**config.mk**
```make
export PLATFORM = sky130hd
export DESIGN_NAME = ipc_window_monitor
export DESIGN_NICKNAME = d
export VERILOG_FILES = /design/src/rtl/ipcmon_pkg.sv /design/src/rtl/window_datapath.sv /design/src/rtl/window_ctrl.sv /design/src/rtl/ipc_window_monitor.sv
export SDC_FILE = /design/constraint.sdc
export NUM_CORES = 1
export LEC_CHECK = 0
export BUFFER_PORTS_ARGS = -buffer_cell sky130_fd_sc_hd__buf_2
export CELL_PAD_IN_SITES_DETAIL_PLACEMENT = 1
export CELL_PAD_IN_SITES_GLOBAL_PLACEMENT = 1
export CORE_AREA = 2 2 92 94
export DETAILED_ROUTE_END_ITERATION = 8
export DIE_AREA = 0 0 94 96
export GPL_ROUTABILITY_DRIVEN = 0
export PLACE_DENSITY = 0.87
export SLEW_MARGIN = 15
export SYNTH_ARGS = -nofsm -noshare
export SYNTH_HDL_FRONTEND = slang
export SYNTH_SLANG_ARGS = --single-unit
export TNS_END_PERCENT = 1
```
**constraint.sdc**
```tcl
create_clock -name clk -period 11.3 [get_ports clk]
set_input_delay 0.565 -clock clk [delete_from_list [all_inputs] [get_ports clk]]
set_output_delay 0.565 -clock clk [all_outputs]
set_load 0.02 [all_outputs]
```
**src/rtl/ipcmon_pkg.sv**
```systemverilog
package ipcmon_pkg;

  // Strobes from the window sequencer to the accumulating datapath.
  typedef struct packed {
    logic accClear;   // restart accumulation next cycle
    logic capture;    // latch this window's totals
  } winStrobe_t;

endpackage

```
**src/rtl/window_datapath.sv**
```systemverilog
module window_datapath
  import ipcmon_pkg::*;
#(
  parameter int MAX_PER_CYCLE  = 8,
  parameter int IN_W           = 4,
  parameter int ACC_W          = 13,
  parameter int DOWN_COMMIT_TH = 1024,
  parameter int UP_COMMIT_TH   = 512,
  parameter int DELTA_DOWN_TH  = 512,
  parameter int DELTA_UP_TH    = 256
) (
  input  logic             clk,
  input  logic             rstN,
  input  winStrobe_t       strobe,
  input  logic [IN_W-1:0]  issueCnt,
  input  logic [IN_W-1:0]  commitCnt,
  output logic             downHit,
  output logic             upHit,
  output logic [ACC_W-1:0] lastIssue,
  output logic [ACC_W-1:0] lastCommit
);

  localparam int DW = ACC_W + 1;
  localparam logic [IN_W-1:0]      MAXV   = IN_W'(MAX_PER_CYCLE);
  localparam logic [ACC_W-1:0]     DOWNTH = ACC_W'(DOWN_COMMIT_TH);
  localparam logic [ACC_W-1:0]     UPTH   = ACC_W'(UP_COMMIT_TH);
  localparam logic signed [DW-1:0] DDN    = DW'(DELTA_DOWN_TH);
  localparam logic signed [DW-1:0] DUPN   = -$signed(DW'(DELTA_UP_TH));

  logic [ACC_W-1:0] issueAcc, commitAcc;
  logic [ACC_W-1:0] issueStep, commitStep;
  logic [ACC_W-1:0] issueSum, commitSum;
  logic signed [DW-1:0] deltaSum;

  // Saturate each per-cycle count before it enters the window total.
  assign issueStep  = ACC_W'((issueCnt  > MAXV) ? MAXV : issueCnt);
  assign commitStep = ACC_W'((commitCnt > MAXV) ? MAXV : commitCnt);

  // Totals including the current cycle; only meaningful at capture.
  assign issueSum  = issueAcc + issueStep;
  assign commitSum = commitAcc + commitStep;
  assign deltaSum  = $signed({1'b0, issueSum}) - $signed({1'b0, commitSum});

  assign downHit = (commitSum < DOWNTH) || (deltaSum > DDN);
  assign upHit   = (commitSum > UPTH)   || (deltaSum < DUPN);

  always_ff @(posedge clk) begin
    if (!rstN) begin
      issueAcc   <= '0;
      commitAcc  <= '0;
      lastIssue  <= '0;
      lastCommit <= '0;
    end else begin
      if (strobe.accClear) begin
        issueAcc  <= '0;
        commitAcc <= '0;
      end else begin
        issueAcc  <= issueSum;
        commitAcc <= commitSum;
      end
      if (strobe.capture) begin
        lastIssue  <= issueSum;
        lastCommit <= commitSum;
      end
    end
  end

endmodule

```
**src/rtl/window_ctrl.sv**
```systemverilog
module window_ctrl
  import ipcmon_pkg::*;
#(
  parameter int WINDOW_LEN = 512,
  parameter int HIST_LEN   = 3,
  parameter int VOTE_NEED  = 2
) (
  input  logic       clk,
  input  logic       rstN,
  input  logic       lowMode,
  input  logic       downHit,
  input  logic       upHit,
  output winStrobe_t strobe,
  output logic       downReq,
  output logic       upReq
);

  localparam int CYC_W = (WINDOW_LEN > 1) ? $clog2(WINDOW_LEN) : 1;
  localparam logic [CYC_W-1:0] LAST_CYC = CYC_W'(WINDOW_LEN - 1);

  logic [CYC_W-1:0] cycCnt;
  logic             winLast;
  logic [1:0]       vote;   // [0] power-down, [1] power-up
  logic [1:0]       fire;

  assign winLast         = (cycCnt == LAST_CYC);
  assign strobe.accClear = winLast;
  assign strobe.capture  = winLast;

  assign vote[0] = winLast & ~lowMode & downHit;
  assign vote[1] = winLast &  lowMode & upHit;

  always_ff @(posedge clk) begin
    if (!rstN)        cycCnt <= '0;
    else if (winLast) cycCnt <= '0;
    else              cycCnt <= cycCnt + 1'b1;
  end

  function automatic int popCount(input logic [HIST_LEN-1:0] v);
    int n = 0;
    for (int k = 0; k < HIST_LEN; k++) n += int'(v[k]);
    return n;
  endfunction

  for (genvar d = 0; d < 2; d++) begin : g_dir
    if (HIST_LEN == 1) begin : g_direct
      assign fire[d] = vote[d];
    end else begin : g_hist
      logic [HIST_LEN-1:0] hist, histNext;
      assign histNext = {hist[HIST_LEN-2:0], vote[d]};
      assign fire[d]  = winLast && (popCount(histNext) >= VOTE_NEED);
      always_ff @(posedge clk) begin
        if (!rstN)        hist <= '0;
        else if (winLast) hist <= fire[d] ? '0 : histNext;
      end
    end
  end

  always_ff @(posedge clk) begin
    if (!rstN) begin
      downReq <= 1'b0;
      upReq   <= 1'b0;
    end else begin
      downReq <= fire[0];
      upReq   <= fire[1];
    end
  end

endmodule

```
**src/rtl/ipc_window_monitor.sv**
```systemverilog
module ipc_window_monitor
  import ipcmon_pkg::*;
#(
  parameter int WINDOW_LEN     = 512,
  parameter int MAX_PER_CYCLE  = 8,
  parameter int IN_W           = 4,
  parameter int DOWN_COMMIT_TH = 2 * WINDOW_LEN,
  parameter int UP_COMMIT_TH   = WINDOW_LEN,
  parameter int DELTA_DOWN_TH  = WINDOW_LEN,
  parameter int DELTA_UP_TH    = WINDOW_LEN / 2,
  parameter int HIST_LEN       = 3,
  parameter int VOTE_NEED      = 2,
  localparam int ACC_W         = $clog2(MAX_PER_CYCLE * WINDOW_LEN + 1)
) (
  input  logic             clk,
  input  logic             rstN,
  input  logic             lowMode,
  input  logic [IN_W-1:0]  issueCnt,
  input  logic [IN_W-1:0]  commitCnt,
  output logic             downReq,
  output logic             upReq,
  output logic [ACC_W-1:0] lastIssue,
  output logic [ACC_W-1:0] lastCommit
);

  winStrobe_t strobe;
  logic       downHit, upHit;

  window_ctrl #(
    .WINDOW_LEN(WINDOW_LEN),
    .HIST_LEN  (HIST_LEN),
    .VOTE_NEED (VOTE_NEED)
  ) u_ctrl (
    .clk    (clk),
    .rstN   (rstN),
    .lowMode(lowMode),
    .downHit(downHit),
    .upHit  (upHit),
    .strobe (strobe),
    .downReq(downReq),
    .upReq  (upReq)
  );

  window_datapath #(
    .MAX_PER_CYCLE (MAX_PER_CYCLE),
    .IN_W          (IN_W),
    .ACC_W         (ACC_W),
    .DOWN_COMMIT_TH(DOWN_COMMIT_TH),
    .UP_COMMIT_TH  (UP_COMMIT_TH),
    .DELTA_DOWN_TH (DELTA_DOWN_TH),
    .DELTA_UP_TH   (DELTA_UP_TH)
  ) u_dp (
    .clk       (clk),
    .rstN      (rstN),
    .strobe    (strobe),
    .issueCnt  (issueCnt),
    .commitCnt (commitCnt),
    .downHit   (downHit),
    .upHit     (upHit),
    .lastIssue (lastIssue),
    .lastCommit(lastCommit)
  );

endmodule

```
==> flow_summary.yaml <==
status:
  status: "complete, no violations"
global_routing:
  grtUsageMet3_pct: 5.32
  grt_pass1_vias: 3589
  grt_pass1_wl_um: 17400
  grt_start_max_net_pins: 54
  grtUsageMet2_pct: 44.4
  overflow: 0
  antenna_found_initial: 0
  busiest_layer: "met2"
  grt_usage_pct: 24.9
  grt_use_met1_pct: 29.4
yosys:
  netlist.area_leader.share_pct: 35.7
  netlist_area_mm2: 0.00376
  synth_top_family_by_area: "simple AND/OR/NAND/NOR gates"
  yosys-top-cells-area: "dfxtp_1 36%, ha_1 7.3%, nor2_1 5.6%"
  synth_edf_count: 0
  synth_xor_area_share_pct: 5.59
  synth_fp_nets: 474
  ys_async_sr_fraction_pct: 0
  syn_inst: 438
  synth_top_cell_by_area: "dfxtp_1"
  synth_common_cells: "67 x dfxtp_1, 56 x nor2_1, 41 x nand2_1"
  synth_cell_types: 59
  ys_warn_count: 0
  synth_adder_area_share_pct: 9.18
  ys_ff_latch: 67
  postSynthAreaPerCell_um2: 8.59
  yosys.area_share.simple_pct: 23.8
  synthMuxAreaShare_pct: 2.93
  synth_compound_area_share_pct: 19.4
  post-synth-top-count-cell: "dfxtp_1"
  synth-seq-area-share_pct: 35.7
  ys.flop_type: "dfxtp_1"
setup_path:
  cp.required_ps: 11590
  cp_slowest_cell: "fa_1"
  cpMostUsedCell: "ha_1"
  end_kind: "register"
  crit_type: "input port to register"
  worstPathCellList: "buf_2 -> nor2b_1 -> ha_1 -> fa_1 -> a211oi_2 -> nor2_1 -> nand2_1 -> xor2_1 -> ha_1 -> nand2_1 -> a2111oi_0 -> a41oi_1 -> o2111ai_1 -> a41o_1 -> a221o_1 -> a2111oi_2 -> nor2_1 -> ha_1 -> a21oi_1 -> nand4_1 -> o21ai_1"
  startpoint_type: "input port"
  slowest_delay_ps: 440
  cp_data_arrival_time_ps: 5560
  crit_path_max_fanout: 7
power:
  max-vdd-ir-drop_v: 0.0000775
  combPwrFrac_pct: 26.5
  switching_share_pct: 32.0
  pwr-share-clk_pct: 33.1
  leakagePower_nw: 1.91
  power.switching_w: 0.000195
  seqPwrFrac_pct: 40.4
  p_int_w: 0.000414
  power_w: 0.000609
  power.density_mw_per_mm2: 144
timing:
  hold_ws_ps: 459
  fin_setup_tns_ps: 0
  fin_crit_sh_pct: 46.6
  tightestPinTransition_ps: 988
  skew_ps: 11.5
  fin_crit_ps: 5270
  slew-limit-headroom_pct: 33.5
  final_max_slew_viol_count: 0
  hold_viol_final: 0
  fmaxAchievable_mhz: 190
  rsz0062_at_grt: "false"
  finalSetupViolations: 0
layout:
  antenna_cells: 0
  nets: 511
  layout.cells.non_filler: 584
  drive_gt1_share_pct: 14.4
  fillCellCount: 984
  area_delta_synth_final_pct: 12.7
placed_design:
  place_inst: 569
  portBuffers: 38
  hpwl_um: 7470
routing:
  num_vias: 3382
  drt_iter0_drc: 154
  drtPass1Iterations: 4
  ant_nets: 0
  wl_um: 10300
  wl_per_cell_um: 17.6
  via_per_inst: 5.79
  drc: 0
clocking:
  clock-root-buffer: "clkbuf_8"
  clock_sink_count: 67
  cts_buffer_depth: 2
  cts_tree: "done"
  clk_latency_ps: 360
  clk_pin_slew_worst_paths_ps: 80
  numCtsBuffers: 9
  cts_resized: 0
  post-cts-setup-buffer-count: 0
  hold_buffers: 0
  h-tree-depth: 3
floorplan:
  start_util_pct: 46.7
  core_mm2: 0.00805
  rows: 33
  die_height_um: 96
  io-pin-count: 39
  die_area_mm2: 0.00902
  fp.dieW_um: 94
run:
  cap_violations: 0
worst_hold_path:
  hold_path_class: "register to register"
## logic make-up after synthesis
family / after synthesis
buf+inv: 35
fa+ha+maj: 26
simple gates: 183
flops: 67
compound gates: 92
xor+xnor: 24
mux: 11
## flip-flops by register name (all words and copies together), names as in the netlist
register	flops
u_dp.lastCommit	13
u_ctrl.cycCnt	9
u_ctrl.downReq	1
u_ctrl.upReq	1
u_dp.issueAcc	13
u_ctrl.g_dir.g_hist.hist	4
u_dp.commitAcc	13
u_dp.lastIssue	13
## power groups by stage
stage	clock network [W]	logic (W)	registers, W
floorplan	0	0.000121	0.000250
global placement	0	0.000146	0.000251
detailed placement	0	0.000154	0.000251
CTS	0.000203	0.000160	0.000246
global route	0.000215	0.000179	0.000247
finish	0.000201	0.000161	0.000246
## per-layer routing
metal | part of all wire [%] | up-vias | wire length, um
li1 | - | 1618 | -
met1 | 44 | 1679 | 4510
met2 | 50 | 62 | 5140
met3 | 3.7 | 23 | 381
met4 | 2.2 | 0 | 221
met5 | 0 | - | 0
## per-stage QoR
stage / instance area [um2] / util, % / setup WS [ps]
2_1_floorplan: 3760 / - / 6490
3_3_place_gp: 4040 / 50.2 / 6010
3_5_place_dp: 4040 / 50.2 / 5760
4_1_cts: 4240 / 52.6 / 6010
5_1_grt: 4240 / 52.6 / 5540
6_report: 4240 / 52.6 / 6030
## area by class of cell
type / count / area [um2] / share of cell area [%]
Timing Repair Buffer: 39 / 198 / 4.66
Sequential cell: 67 / 1340 / 31.6
Multi-Input combinational cell: 336 / 2290 / 54.1
Clock inverter: 4 / 51.3 / 1.21
Tap cell: 105 / 131 / 3.10
Inverter: 22 / 82.6 / 1.95
Clock buffer: 11 / 141 / 3.34
## cell usage in the layout (no fill, tap or decap), types with 3 or more instances in the layout
cell type  Yosys  routed
or2_2          3       3
or3_1          3       3
o21ai_0       10      10
ha_1          22      21
a211oi_1       4       4
clkbuf_8       0      10
dfxtp_1       67      67
o211a_1       18      18
and3_1         4       4
nor3_1         5       5
xor2_1        11      11
nand4_1        6       6
a31oi_1        3       3
and2_1         9       9
o21ai_1        3       3
inv_1         22      22
o21a_1         6       6
buf_2          0      38
mux2i_1       11      11
fa_1           3       3
xnor2_1       13      13
o211ai_1       3       3
nand3b_1       4       4
nand3_1       17      17
nor4_1         3       3
nor2b_1       24      24
nor2_1        56      56
a21o_1         3       3
nand2_1       41      41
a21oi_1       14      14
## path summary, 6_finish.rpt
| kind | startpoint | cells after the start | slack (ps) | endpoint |
|---|---|---|---|---|
| worst min register to register | u_ctrl.cycCnt[0] | 1 | 460 | u_ctrl.cycCnt[0] |
| worst min-delay path | u_ctrl.cycCnt[0] | 1 | 460 | u_ctrl.cycCnt[0] |
| worst max-delay path | commitCnt[0] | 21 | 6030 | u_ctrl.g_dir[0].g_hist.hist[0] |
| worst max register to register | u_dp.commitAcc[0] | 19 | 6130 | u_ctrl.g_dir[0].g_hist.hist[0] |
## worst max-delay path, delay by kind of cell
family | cells | cell delay [ps]
AND/OR/NAND/NOR | 6 | 720
buffers and inverters | 1 | 90
XOR/XNOR | 1 | 320
adder cells (fa/ha/maj) | 4 | 1330
AO/OA/AOI/OAI | 9 | 2520
No activity file was read; power rests on OpenSTA's default activity.
